`config.mk`:
```
export PLATFORM = sky130hd
export DESIGN_NAME = wdt_steer
export DESIGN_NICKNAME = d
export VERILOG_FILES = /design/src/rtl/wdt_pkg.sv /design/src/rtl/wdt_limit.sv /design/src/rtl/wdt_count.sv /design/src/rtl/wdt_steer.sv
export SDC_FILE = /design/constraint.sdc
export NUM_CORES = 1
export LEC_CHECK = 0
export BUFFER_PORTS_ARGS = -buffer_cell sky130_fd_sc_hd__buf_2
export CORE_ASPECT_RATIO = 0.75
export CORE_MARGIN = 4
export CORE_UTILIZATION = 51
export DETAILED_ROUTE_END_ITERATION = 8
export GPL_TIMING_DRIVEN = 0
export PLACE_DENSITY = 0.73
export SLEW_MARGIN = 20
export SYNTH_ARGS = -nofsm -noshare
export SYNTH_HDL_FRONTEND = slang
export SYNTH_SLANG_ARGS = --single-unit
```
`constraint.sdc`:
```
create_clock -name clk -period 2.65 [get_ports clk]
set_input_delay 0.53 -clock clk [delete_from_list [all_inputs] [get_ports clk]]
set_output_delay 0.53 -clock clk [all_outputs]
set_load 0.05 [all_outputs]
```
`src/rtl/wdt_pkg.sv`:
```
package wdt_pkg;
  // Control byte fields
  localparam int RES_LSB   = 0;
  localparam int MULT_LSB  = 2;
  localparam int STEER_BIT = 7;
  // Flag register bit
  localparam int FLAG_BIT  = 7;

  typedef enum logic [1:0] {
    ACT_NONE  = 2'd0,
    ACT_IRQ   = 2'd1,
    ACT_RESET = 2'd2
  } wdt_act_e;
endpackage

```
`src/rtl/wdt_limit.sv`:
```
// Turns multiplier and resolution code into a tick count: mult << (2*res).
module wdt_limit #(
  parameter int MULT_W = 5,
  parameter int RES_W  = 2,
  parameter int CNT_W  = MULT_W + 2 * ((1 << RES_W) - 1)
) (
  input  logic [MULT_W-1:0] mult,
  input  logic [RES_W-1:0]  res,
  output logic [CNT_W-1:0]  limit
);
  localparam int NRES = 1 << RES_W;

  logic [CNT_W-1:0] scaled [NRES];

  for (genvar r = 0; r < NRES; r++) begin : g_scale
    assign scaled[r] = CNT_W'(mult) << (2 * r);
  end

  assign limit = scaled[res];
endmodule

```
`src/rtl/wdt_count.sv`:
```
// One-shot tick counter; latches its limit at restart.
module wdt_count #(
  parameter int CNT_W = 11
) (
  input  logic             clk,
  input  logic             rst,
  input  logic             restart,
  input  logic [CNT_W-1:0] limit_in,
  input  logic             tick,
  output logic             expire
);
  logic [CNT_W-1:0] cnt_q;
  logic [CNT_W-1:0] lim_q;
  logic             armed_q;
  logic [CNT_W-1:0] cnt_nx;

  assign cnt_nx = cnt_q + CNT_W'(1);

  always_ff @(posedge clk) begin
    if (rst) begin
      cnt_q   <= '0;
      lim_q   <= '0;
      armed_q <= 1'b0;
      expire  <= 1'b0;
    end else begin
      expire <= 1'b0;
      if (restart) begin
        cnt_q   <= '0;
        lim_q   <= limit_in;
        armed_q <= (limit_in != '0);
      end else if (armed_q && tick) begin
        if (cnt_nx == lim_q) begin
          cnt_q   <= '0;
          armed_q <= 1'b0;
          expire  <= 1'b1;
        end else begin
          cnt_q <= cnt_nx;
        end
      end
    end
  end
endmodule

```
`src/rtl/wdt_steer.sv`:
```
module wdt_steer #(
  parameter int          ADDR_W    = 13,
  parameter int          MULT_W    = 5,
  parameter int          RES_W     = 2,
  parameter logic [12:0] CTRL_ADDR = 13'h1FF7,
  parameter logic [12:0] FLAG_ADDR = 13'h1FF0
) (
  input  logic              clk,
  input  logic              rst,
  input  logic              tick,
  input  logic              reg_wr,
  input  logic              reg_rd,
  input  logic [ADDR_W-1:0] reg_addr,
  input  logic [7:0]        reg_wdata,
  output logic [7:0]        reg_rdata,
  output logic              rst_req,
  output logic              irq,
  output logic              ext_clr
);
  import wdt_pkg::*;

  localparam int CNT_W = MULT_W + 2 * ((1 << RES_W) - 1);

  logic [7:0]       ctrl_q;
  logic             flag_q;
  logic             wr_ctrl, rd_flag, restart;
  logic [7:0]       load_val;
  logic [CNT_W-1:0] limit;
  logic             wd_expire;
  wdt_act_e         act;

  assign wr_ctrl  = reg_wr && (reg_addr == ADDR_W'(CTRL_ADDR));
  assign rd_flag  = reg_rd && (reg_addr == ADDR_W'(FLAG_ADDR));
  assign restart  = wr_ctrl || rd_flag;
  assign load_val = wr_ctrl ? reg_wdata : ctrl_q;

  wdt_limit #(.MULT_W(MULT_W), .RES_W(RES_W), .CNT_W(CNT_W)) u_limit (
    .mult  (load_val[MULT_LSB +: MULT_W]),
    .res   (load_val[RES_LSB +: RES_W]),
    .limit (limit)
  );

  wdt_count #(.CNT_W(CNT_W)) u_count (
    .clk      (clk),
    .rst      (rst),
    .restart  (restart),
    .limit_in (limit),
    .tick     (tick),
    .expire   (wd_expire)
  );

  always_comb begin
    if (!wd_expire)            act = ACT_NONE;
    else if (ctrl_q[STEER_BIT]) act = ACT_RESET;
    else                        act = ACT_IRQ;
  end

  always_ff @(posedge clk) begin
    if (rst) begin
      ctrl_q    <= 8'h00;
      flag_q    <= 1'b0;
      rst_req   <= 1'b0;
      irq       <= 1'b0;
      ext_clr   <= 1'b0;
      reg_rdata <= 8'h00;
    end else begin
      rst_req <= (act == ACT_RESET);
      ext_clr <= (act == ACT_RESET);
      irq     <= (act == ACT_IRQ);

      if (act == ACT_RESET) ctrl_q <= 8'h00;
      if (wr_ctrl)          ctrl_q <= reg_wdata;

      if (wd_expire)    flag_q <= 1'b1;
      else if (wr_ctrl) flag_q <= 1'b0;

      if (reg_rd) begin
        if (reg_addr == ADDR_W'(CTRL_ADDR))      reg_rdata <= ctrl_q;
        else if (reg_addr == ADDR_W'(FLAG_ADDR)) reg_rdata <= {flag_q, 7'b0};
        else                                     reg_rdata <= 8'h00;
      end
    end
  end
endmodule

```
After elaboration in Yosys (flattened, before gate mapping)
Index checks and enable logic that the tools add are counted.
Widths: inputs -> output; s select.
- register bits: 43
- logic and storage cells: 47
- add/sub/neg operators: 1
- equal/unequal tests: 5
- magnitude comparators: 1
- muxes and demuxes: 17
- reductions and logical operators: 12
- bitwise gates (word level): 2
- operators by type and width (operator ; number):
    $mux 11 ; 3
    $mux 8 ; 4
    $eq 13x13->1 const B ; 2
    $bmux 11 s2 ; 1
    $add 11x1->11 const B ; 1
    $eq 11x11->1 ; 1
    $reduce_bool 11->1 ; 1
    $reduce_bool 2->1 ; 4
    $mux 7 ; 1
    $mux 1 ; 6
    $mux 2 ; 2
    $ge 3x3->1 const B ; 1
    $logic_and 1x1->1 ; 3
    $not 2->3 ; 1
    $reduce_or 3->1 ; 1
    $eq 2x1->1 const B ; 1
    $eq 2x2->1 const B ; 1
    $reduce_and 2->1 ; 1
    $reduce_or 2->1 ; 1
    $logic_or 1x1->1 ; 1
    $not 1->1 ; 1

Longest topological paths before layout
Gate-level depths: netlist of the first run.
- word-level depth: 9
- gate-level depth with buffers: 9

Modules after synthesis
From an unflattened synthesis of the first run, not the netlist that was laid out.
- cell total of the unflattened synthesis: 295
- area, all modules: 2457.4 sq um
- modules (own cells, without submodules) (module ; times used ; seq. area each (sq um) ; cells an instance ; area an instance (sq um)):
    wdt_count ; 1 ; 480.5 ; 177 ; 1400.1
    wdt_steer ; 1 ; 380.4 ; 98 ; 907.1
    wdt_limit ; 1 ; 0.0 ; 20 ; 150.1

Worst setup path after synthesis of the first run
Ideal clock, no wire load.
- kind: register -> register
- start: reg u_count.cnt_q[0]
- end: reg u_count.cnt_q[4]
- stages on the path, launching flop included: 10
- setup slack: 0.586 ns
- data required time: 2.517 ns
- arrival: 1.931 ns
- cells stage by stage: dfxtp_1 -> ha_1 -> and3_1 -> buf_2 -> and3_1 -> o22ai_1 -> a2111oi_2 -> and3_1 -> buf_6 -> a2111oi_4
- cells in the longest elaborated chain, start to end: 3
- ends and longest elaborated chain (what ; RTL line ; source):
    start, declared ; wdt_count.sv:12 ; logic [CNT_W-1:0] cnt_q;
    start signal, assigned ; wdt_count.sv:37 ; cnt_q <= cnt_nx;
    $add 11x1->11 * ; wdt_count.sv:17 ; assign cnt_nx = cnt_q + CNT_W'(1);
    $eq 11x11->1 ; wdt_count.sv:32 ; if (cnt_nx == lim_q) begin
    $mux 11 * ; wdt_count.sv:32 ;
Mark *: on every way between the ends. The rest lies on a longest branch, timed or not.
A chain may end at the register's enable or synchronous reset.

Worst setup path after layout of the first run
- start: reg u_count.cnt_q[0]
- end: reg u_count.armed_q
- cells in the longest elaborated chain, start to end: 4
- ends and longest elaborated chain (what ; RTL line ; source):
    $add 11x1->11 ; wdt_count.sv:17 ;
    $eq 11x11->1 ; wdt_count.sv:32 ;
    $reduce_bool 2->1 (no line) ; n/a ;
    $reduce_and 2->1 (no line) ; n/a ;
    end signal, assigned ; wdt_count.sv:30 ; armed_q <= (limit_in != '0);
    end, declared ; wdt_count.sv:14 ; logic armed_q;
Every way passes these cells.

==> flow_summary.yaml, run 1 <==
outcome:
  outcome: "finished clean"
global_route:
  overflow: 0
  grt_pass1_vias: 1978
  grt_pass1_wl_mm: 9.56
  grt_max_degree: 14
  antenna_found_initial: 0
  track_usage_pct: 20.6
yosys:
  syn_inst: 297
  ys_seq_area_share_pct: 35.8
  ys_async_sr_fraction_pct: 0
  yosys.area.top_type: "dfxtp_1"
  synth_area_leaders: "dfxtp_1, a21oi_1, nand3_1, nor2_1, nand2_1"
  synth-edff-count: 0
  synth_cell_type_count: 51
  syn_avg_cell_area_um2: 8.09
  mappedNetlistArea_um2: 2400
  synth_top_cells_by_count: "dfxtp_1, a21oi_1, nor2_1"
  synthMostInstantiatedCell: "dfxtp_1"
  synth_top_area_share_pct: 35.8
  syn-num-nets: 324
  synth.ff_latch_count: 43
  synth_ff_type: "dfxtp_1"
  yosys_warnings: 0
cts:
  clk_latency_ns: 0.29
  cts_hold_buf: 0
  path_clk_slew_ns: 0.08
  clockBufferDepth: 2
  post-cts-setup-buffer-count: 0
  ctsResizeCount: 0
  cts_tree: "yes"
  h-tree-depth: 2
  cts_sinks: 43
  numCtsBuffers: 5
  cts_root_buffer: "clkbuf_8"
worst_setup_path:
  cp_max_fo: 8
  cpPeakStageDelay_ns: 0.49
  reg2regPathDepth: 8
  end_kind: "flop"
  r2r_setup_slack_ns: 0.28
  crit_required_ns: 2.84
  path_cells: "ha_1 -> and3_1 -> buf_2 -> xnor2_1 -> nand4_1 -> a2111oi_2 -> nand2_1 -> a211o_1"
  critPathKind: "flop to flop"
  arrival_ns: 2.56
  cp_slowest_cell: "dfxtp_1"
  crit_path_start_kind: "flop"
  worstReg2RegStart: "u_count.cnt_q[0]"
  reg2reg_to: "u_count.armed_q"
detailed_routing:
  num_vias: 2253
  wirelength_mm: 5.67
  drt_iter0_drc: 108
  vias_per_cell: 5.69
  firstDrtPassIters: 4
  antenna_left: 0
  drt-wirelength-per-cell_um: 14.3
  remaining_drc_errors: 0
placement:
  port_buffers: 34
  place.gp.congestion: 0.846
  hpwlAfterDp_mm: 4.21
sta:
  drv_slew: 0
  rsz0062_at_grt: "false"
  setup_viol: 0
  fin_crit_ns: 2.37
  finalClockSkew_ns: 0.00488
  hold_viol: 0
  period_share_pct: 89.5
  tightest_slew_ns: 0.476
  fmax_mhz: 422
  relSlewSlack_pct: 68.3
  fin_tns_setup_ns: 0
hold_path:
  hp-start: "u_count.lim_q[4]"
  min_path_type: "flop to flop"
  min_to: "u_count.lim_q[4]"
  whs_path_depth: 2
flow_run:
  max_cap_violations: 0
floorplan:
  ios: 37
  rows: 21
  die_x_um: 87.3
  core_area_um2: 4490
  die_area_um2: 5880
  die_h_um: 67.4
  initial_core_util_pct: 53.5
finish:
  areaGrowthSynthToFinish_pct: 14.9
  nets: 365
  antenna_cells: 0
  drive_gt1_share_pct: 18.9
power:
  power_leakage_nw: 1.02
  ir_drop_mv: 0.263
  p_total_mw: 1.23
  power_density_nw_per_um2: 446
[critical path, delay by kind of cell, from the launching register on]
family                   cells  cell delay (ns)
adder cells (fa/ha/maj)      1             0.30
AND/OR/NAND/NOR              3             0.53
XOR/XNOR                     1             0.14
flip-flops                   1             0.49
AO/OA/AOI/OAI                2             0.61
buffers and inverters        1             0.18
[cells by family (layout without fill, tap and decap cells)]
logic type	after synthesis	after routing	synth area share [%]
fa+ha+maj	1	1	0.521
flops	43	43	35.8
simple gates	144	144	32.0
mux	11	11	4.64
compound gates	61	61	16.6
xor+xnor	15	15	5.47
buf+inv	22	64	4.95
[per-layer routing]
layer	wire length, µm	global-route usage (%)	share of wire [%]	up-vias
li1	-	-	-	1151
met1	2960	31.0	52	1028
met2	2270	30.1	40	70
met3	411	4.15	7.2	4
met4	25	4.60	0.44	0
met5	0	0	0	-
[final cells by class]
cell class	instances	area, µm²
clock inverter	2	35.0
inverter	2	7.51
multi-input combinational	232	1420
sequential	43	861
buffer	20	111
tap	57	71.3
timing repair buffer	34	170
fill	427	1730
clock buffer	6	82.6
[worst max path at each step]
stage | cells after the start | to | startpoint
final | 8 | u_count.armed_q | u_count.cnt_q[0]
after global routing | 8 | u_count.armed_q | u_count.cnt_q[0]
after CTS | 8 | u_count.armed_q | u_count.cnt_q[0]
after detailed placement | 7 | u_count.armed_q | reg_addr[3]
after global placement | 7 | u_count.armed_q | reg_addr[3]
after floorplan | 9 | u_count.cnt_q[4] | u_count.cnt_q[0]
[layout by cell type (no fill, tap or decap), types with 3 or more instances in the layout]
cell type,count
a21oi_1,29
nor3_1,7
nand3b_1,3
mux2i_1,10
o21ai_0,12
nand3_1,28
buf_4,4
a211oi_1,3
clkbuf_8,6
nand4_1,6
clkbuf_1,9
xor2_1,6
nor3b_1,3
dfxtp_1,43
nor2_1,29
and2_1,3
and3_1,7
xnor2_1,9
buf_2,39
nand2_1,27
nor4_1,9
nor2b_1,9
[sequential cells by signal, summed over array words and instances (netlist names)]
register	cells
u_count.lim_q	11
ctrl_q	8
irq	1
u_count.armed_q	1
reg_rdata	8
u_count.expire	1
flag_q	1
ext_clr	1
u_count.cnt_q	11
[power breakdown]
part	total (mW)	switching, mW	leakage, nW	internal (mW)
sequential	0.645	0.00000911	0.346	0.645
clock	0.535	0.230	0.0612	0.305
combinational	0.0524	0.0320	0.616	0.0204
[through the flow]
step / std cells / hold slack (ns) / setup WS (ns) / instance area [µm²] / util (%)
final: 396 / 0.478 / 0.279 / 2760 / 61.5
after global routing: 396 / 0.489 / 0.105 / 2760 / 61.5
after CTS: 396 / 0.476 / 0.289 / 2760 / 61.5
after detailed placement: 388 / 0.464 / 0.204 / 2640 / 58.8
after global placement: 388 / 0.459 / 0.220 / 2640 / 58.8
after floorplan: 297 / 0.435 / 0.586 / 2400 / -
Power figures use the tool's default switching activity.
==> run 2: changes to the inputs <==
--- a/config.mk
+++ b/config.mk
@@ -8,10 +8,9 @@
 export BUFFER_PORTS_ARGS = -buffer_cell sky130_fd_sc_hd__buf_2
 export CORE_ASPECT_RATIO = 0.75
 export CORE_MARGIN = 4
-export CORE_UTILIZATION = 51
+export CORE_UTILIZATION = 35
 export DETAILED_ROUTE_END_ITERATION = 8
 export GPL_TIMING_DRIVEN = 0
-export PLACE_DENSITY = 0.73
 export SLEW_MARGIN = 20
 export SYNTH_ARGS = -nofsm -noshare
 export SYNTH_HDL_FRONTEND = slang
==> flow_summary.yaml, run 2 (synthesized netlist as in run 1, its figures left out) <==
worst_setup_path:
  cp_slowest_cell: "dfxtp_1"
  worstReg2RegStart: "u_count.cnt_q[0]"
  cpPeakStageDelay_ns: 0.48
  crit_path_start_kind: "flop"
  end_kind: "flop"
  path_cells: "ha_1 -> and3_1 -> buf_2 -> xnor2_1 -> nand4_1 -> a2111oi_2 -> nand2_1 -> a211o_1"
  cp_max_fo: 8
  r2r_setup_slack_ns: 0.28
  crit_start: "u_count.cnt_q[0]"
  arrival_ns: 2.56
  critPathKind: "flop to flop"
  reg2regPathDepth: 8
  reg2reg_to: "u_count.armed_q"
  crit_required_ns: 2.84
outcome:
  outcome: "finished clean"
finish:
  layout_commonest_cell: "dfxtp_1"
  drive_gt1_share_pct: 18.6
  antenna_cells: 0
  nets: 365
  fillers: 653
  areaGrowthSynthToFinish_pct: 14.8
  multi_input_area_um2: 1420
  stdcell_area_um2: 2760
  top_regs: "u_count.cnt_q (11), u_count.lim_q (11)"
  regArea_um2: 861
  final_cell_mix: "dfxtp_1, buf_2, a21oi_1, nor2_1, nand3_1"
detailed_routing:
  wirelength_mm: 5.85
  num_vias: 2277
  drt-wirelength-per-cell_um: 13.9
  antenna_left: 0
  drt_iter0_drc: 109
  remaining_drc_errors: 0
  vias_per_cell: 5.42
  firstDrtPassIters: 4
global_route:
  track_usage_pct: 14.4
  grt_pass1_vias: 2007
  antenna_found_initial: 0
  overflow: 0
  grt_pass1_wl_mm: 9.87
  grt_max_degree: 14
sta:
  whs_ns: 0.459
  tightest_slew_ns: 0.468
  hold_viol: 0
  period_share_pct: 89.3
  fin_crit_ns: 2.37
  relSlewSlack_pct: 68.8
  fmax_mhz: 422
  fin_tns_setup_ns: 0
  rsz0062_at_grt: "false"
  setup_viol: 0
  drv_slew: 0
  finalClockSkew_ns: 0.0102
power:
  power_leakage_nw: 1.00
  p_total_mw: 1.11
  ir_drop_mv: 0.184
  power_density_nw_per_um2: 402
placement:
  hpwlAfterDp_mm: 4.54
  placed_area_um2: 2670
  place.gp.congestion: 0.828
  port_buffers: 34
floorplan:
  core_area_um2: 6470
  die_area_um2: 8270
  ios: 37
  initial_core_util_pct: 37.1
  die_x_um: 104
  die_h_um: 79.8
  rows: 25
cts:
  clk_latency_ns: 0.30
  numCtsBuffers: 5
  h-tree-depth: 2
  cts_sinks: 43
  path_clk_slew_ns: 0.09
  cts_tree: "yes"
  ctsResizeCount: 0
  cts_hold_buf: 0
  cts_root_buffer: "clkbuf_8"
  post-cts-setup-buffer-count: 0
  clockBufferDepth: 2
hold_path:
  hp-start: "reg_wdata[7]"
  whs_path_depth: 3
  min_path_type: "input pin to flop"
  min_to: "ctrl_q[7]"
flow_run:
  max_cap_violations: 0
==> run 2: changes by cell type in the layout (fill, tap and decap cells not counted), sizes merged <==
| cell | change |
|---|---|
| bufinv | -1 |
| clkinvlp | +1 |
==> run 2: per-layer routing <==
metal | wire (µm) | part of all wire, % | GRT usage (%) | up-vias
li1 | - | - | - | 1158
met1 | 3180 | 54 | 21.5 | 1059
met2 | 2320 | 40 | 20.8 | 56
met3 | 308 | 5.3 | 3.64 | 4
met4 | 39 | 0.67 | 2.79 | 0
met5 | 0 | 0 | 0 | -
==> run 2: critical path, delay by kind of cell (launching register included) <==
family,cells,cell delay [ns]
simple gates,3,0.53
buf+inv,1,0.19
xor+xnor,1,0.14
compound gates,2,0.63
flops,1,0.48
fa+ha+maj,1,0.30
==> run 2: area by class of cell <==
cell class	count	share of cell area [%]
timing repair buffer	34	6.17
multi-input combinational	232	51.6
inverter	2	0.272
clock buffer	6	2.63
buffer	20	4.04
tap	81	3.67
clock inverter	2	0.454
sequential	43	31.2
==> run 2: power by group <==
part	leakage, nW	switching (mW)	internal [mW]
Combinational	0.616	0.0312	0.0204
Sequential	0.346	0.00000960	0.645
Clock	0.0412	0.228	0.184
Total	1.00	0.260	0.850
==> run 2: how the worst max path moves through the flow <==
| stage | endpoint | slack (ns) | cells after the start |
|---|---|---|---|
| floorplan | u_count.cnt_q[4] | 0.59 | 9 |
| global placement | u_count.armed_q | 0.14 | 7 |
| detailed placement | u_count.armed_q | 0.17 | 7 |
| CTS | u_count.armed_q | 0.30 | 8 |
| global route | u_count.armed_q | 0.04 | 8 |
| finish | u_count.armed_q | 0.28 | 8 |
==> run 2: metrics by stage <==
| stage | cells | worst slack, ns | util, % |
|---|---|---|---|
| after floorplan | 297 | 0.586 | - |
| after global placement | 412 | 0.145 | 41.3 |
| after detailed placement | 412 | 0.166 | 41.3 |
| after CTS | 420 | 0.299 | 42.6 |
| after global routing | 420 | 0.0382 | 42.6 |
| final | 420 | 0.282 | 42.6 |
==> run 3: changes to the inputs <==
--- a/config.mk
+++ b/config.mk
@@ -6,6 +6,7 @@
 export NUM_CORES = 1
 export LEC_CHECK = 0
 export BUFFER_PORTS_ARGS = -buffer_cell sky130_fd_sc_hd__buf_2
+export CAP_MARGIN = 20
 export CORE_ASPECT_RATIO = 0.75
 export CORE_MARGIN = 4
 export CORE_UTILIZATION = 35
==> constraint.sdc (replaced) <==
create_clock -name clk -period 2 [get_ports clk]
set_input_delay 0.4 -clock clk [delete_from_list [all_inputs] [get_ports clk]]
set_output_delay 0.4 -clock clk [all_outputs]
set_load 0.05 [all_outputs]
==> flow_summary.yaml, run 3 (synthesized netlist as in run 1, its figures left out) <==
finish:
  drive_gt1_share_pct: 26.3
  top_regs: "u_count.cnt_q (11), u_count.lim_q (11)"
  areaGrowthSynthToFinish_pct: 24.5
  layout_commonest_cell: "dfxtp_1"
  antenna_cells: 0
  final_cell_mix: "dfxtp_1, buf_2, nor2_1, a21oi_1, nand2_1"
  layout.cells.non_filler: 431
  nets: 376
hold_path:
  min_path_type: "input pin to flop"
  min_to: "ctrl_q[7]"
  hp-start: "reg_wdata[7]"
  whs_path_depth: 3
detailed_routing:
  remaining_drc_errors: 0
  drt-wirelength-per-cell_um: 14.8
  wirelength_mm: 6.37
  vias_per_cell: 5.31
  firstDrtPassIters: 4
  antenna_left: 0
  drt_iter0_drc: 132
  num_vias: 2288
worst_setup_path:
  r2r_setup_slack_ns: -0.11
  path_cells: "ha_4 -> buf_4 -> nand3_2 -> a211oi_1 -> o31ai_1 -> a21o_1 -> and3_4 -> buf_6 -> a2111oi_4"
  reg2reg_to: "u_count.cnt_q[4]"
  crit_required_ns: 2.21
  cp_max_fo: 5
  arrival_ns: 2.32
  cpPeakStageDelay_ns: 0.37
  crit_path_start_kind: "flop"
  reg2regPathDepth: 9
  end_kind: "flop"
  cp_slowest_cell: "dfxtp_4"
  worstReg2RegStart: "u_count.cnt_q[0]"
  critPathKind: "flop to flop"
sta:
  tightest_slew_ns: 0.469
  setup_viol: 11
  drv_slew: 0
  post-route-worst-setup-slack_ns: -0.106
  fin_tns_setup_ns: -0.624
  whs_ns: 0.337
  finalClockSkew_ns: 0.0107
  relSlewSlack_pct: 68.7
  period_share_pct: 105
  rsz0062_at_grt: "true"
  fmax_mhz: 475
  fin_crit_ns: 2.11
  hold_viol: 0
global_route:
  track_usage_pct: 15.5
  grt_pass1_wl_mm: 10.4
  grt_pass1_vias: 2087
  grt_max_degree: 14
  antenna_found_initial: 0
  overflow: 0
cts:
  cts_root_buffer: "clkbuf_8"
  cts_sinks: 43
  numCtsBuffers: 5
  cts_tree: "yes"
  cts_hold_buf: 0
  h-tree-depth: 2
  clockBufferDepth: 2
  path_clk_slew_ns: 0.09
  clk_latency_ns: 0.30
power:
  ir_drop_mv: 0.235
  intPower_mw: 1.12
  power_switching_share_pct: 24.1
  power_leakage_nw: 1.06
  p_seq_share_pct: 57.6
  pwr-share-comb_pct: 4.8
  power_density_nw_per_um2: 495
  p_switching_mw: 0.357
  clockPowerShare_pct: 37.7
placement:
  dp_worst_setup_slack_ns: -0.452
  hpwlAfterDp_mm: 4.48
  place.gp.congestion: 0.808
  placedCellCount: 412
  port_buffers: 34
floorplan:
  die_h_um: 79.8
  die_x_um: 104
  core_area_um2: 6470
  initial_core_util_pct: 37.1
  ios: 37
  rows: 25
  die_area_um2: 8270
flow_run:
  max_cap_violations: 0
outcome:
  violations: "setup timing"
  outcome: "finished, violations left"
==> run 3: changes by cell type in the layout (fill, tap and decap cells not counted), moves of 2 or more <==
cell     change
nor4_4       +2
nand3_2      +3
nor4_1       -5
buf_2        -3
nand3_1      -3
nor4_2       +3
dfxtp_4      +2
buf_6        +3
dfxtp_1      -2
and3_4       +2
buf_4       +10
and3_1       -2
==> run 3: timing repair <==
item | 4_1_cts | 5_1_grt
resized for setup | 17 | 12
pin swaps | 9 | 8
setup endpoints to repair | 13 | 20
gates cloned | 1 | 0
buffers inserted | 9 | 3
==> run 3: how the worst max path moves through the flow <==
stage	start	endpoint	slack [ns]	cells past startpoint
6_report	u_count.cnt_q[0]	u_count.cnt_q[4]	-0.11	9
3_5_place_dp	reg_addr[3]	u_count.armed_q	-0.45	7
3_3_place_gp	reg_addr[3]	u_count.armed_q	-0.42	7
4_1_cts	u_count.cnt_q[0]	u_count.cnt_q[4]	-0.03	8
2_1_floorplan	u_count.cnt_q[1]	u_count.cnt_q[4]	0.01	9
5_1_grt	u_count.cnt_q[0]	u_count.cnt_q[2]	-0.20	9
==> run 3: worst max-delay path: cells and delay by family (launching register included) <==
kind / cells / cell delay, ns
compound gates: 4 / 0.89
fa+ha+maj: 1 / 0.16
buf+inv: 2 / 0.26
flops: 1 / 0.37
simple gates: 2 / 0.35
==> run 3: per-stage QoR <==
stage	area, µm²	total power [mW]	util (%)
finish	2990	1.48	46.2
global placement	2680	0.943	41.4
CTS	2920	1.49	45.0
global route	2990	1.53	46.2
floorplan	2410	0.906	-
detailed placement	2680	0.944	41.4
==> run 3: final cells by class <==
class	count	area, µm²
buffer	18	104
clock buffer	6	72.6
clock inverter	2	12.5
fill	632	3480
inverter	2	7.51
multi-input combinational	232	1550
sequential	43	868
tap	81	101
timing repair buffer	47	279
==> run 3: power by group through the flow <==
stage                     Clock (mW)  Combinational, mW  Sequential [mW]
final                          0.558             0.0709            0.852
after floorplan                    0             0.0307            0.875
after detailed placement           0             0.0682            0.875
after CTS                      0.570             0.0695            0.852
after global routing           0.599             0.0796            0.853
after global placement             0             0.0681            0.875
==> run 3: per-layer routing <==
metal  GRT usage [%]  wire (µm)  vias up
met5               0          0        -
met4            4.78         64        0
met2            23.0       2620       50
li1                -          -     1171
met3            3.40        323        4
met1            22.4       3360     1063
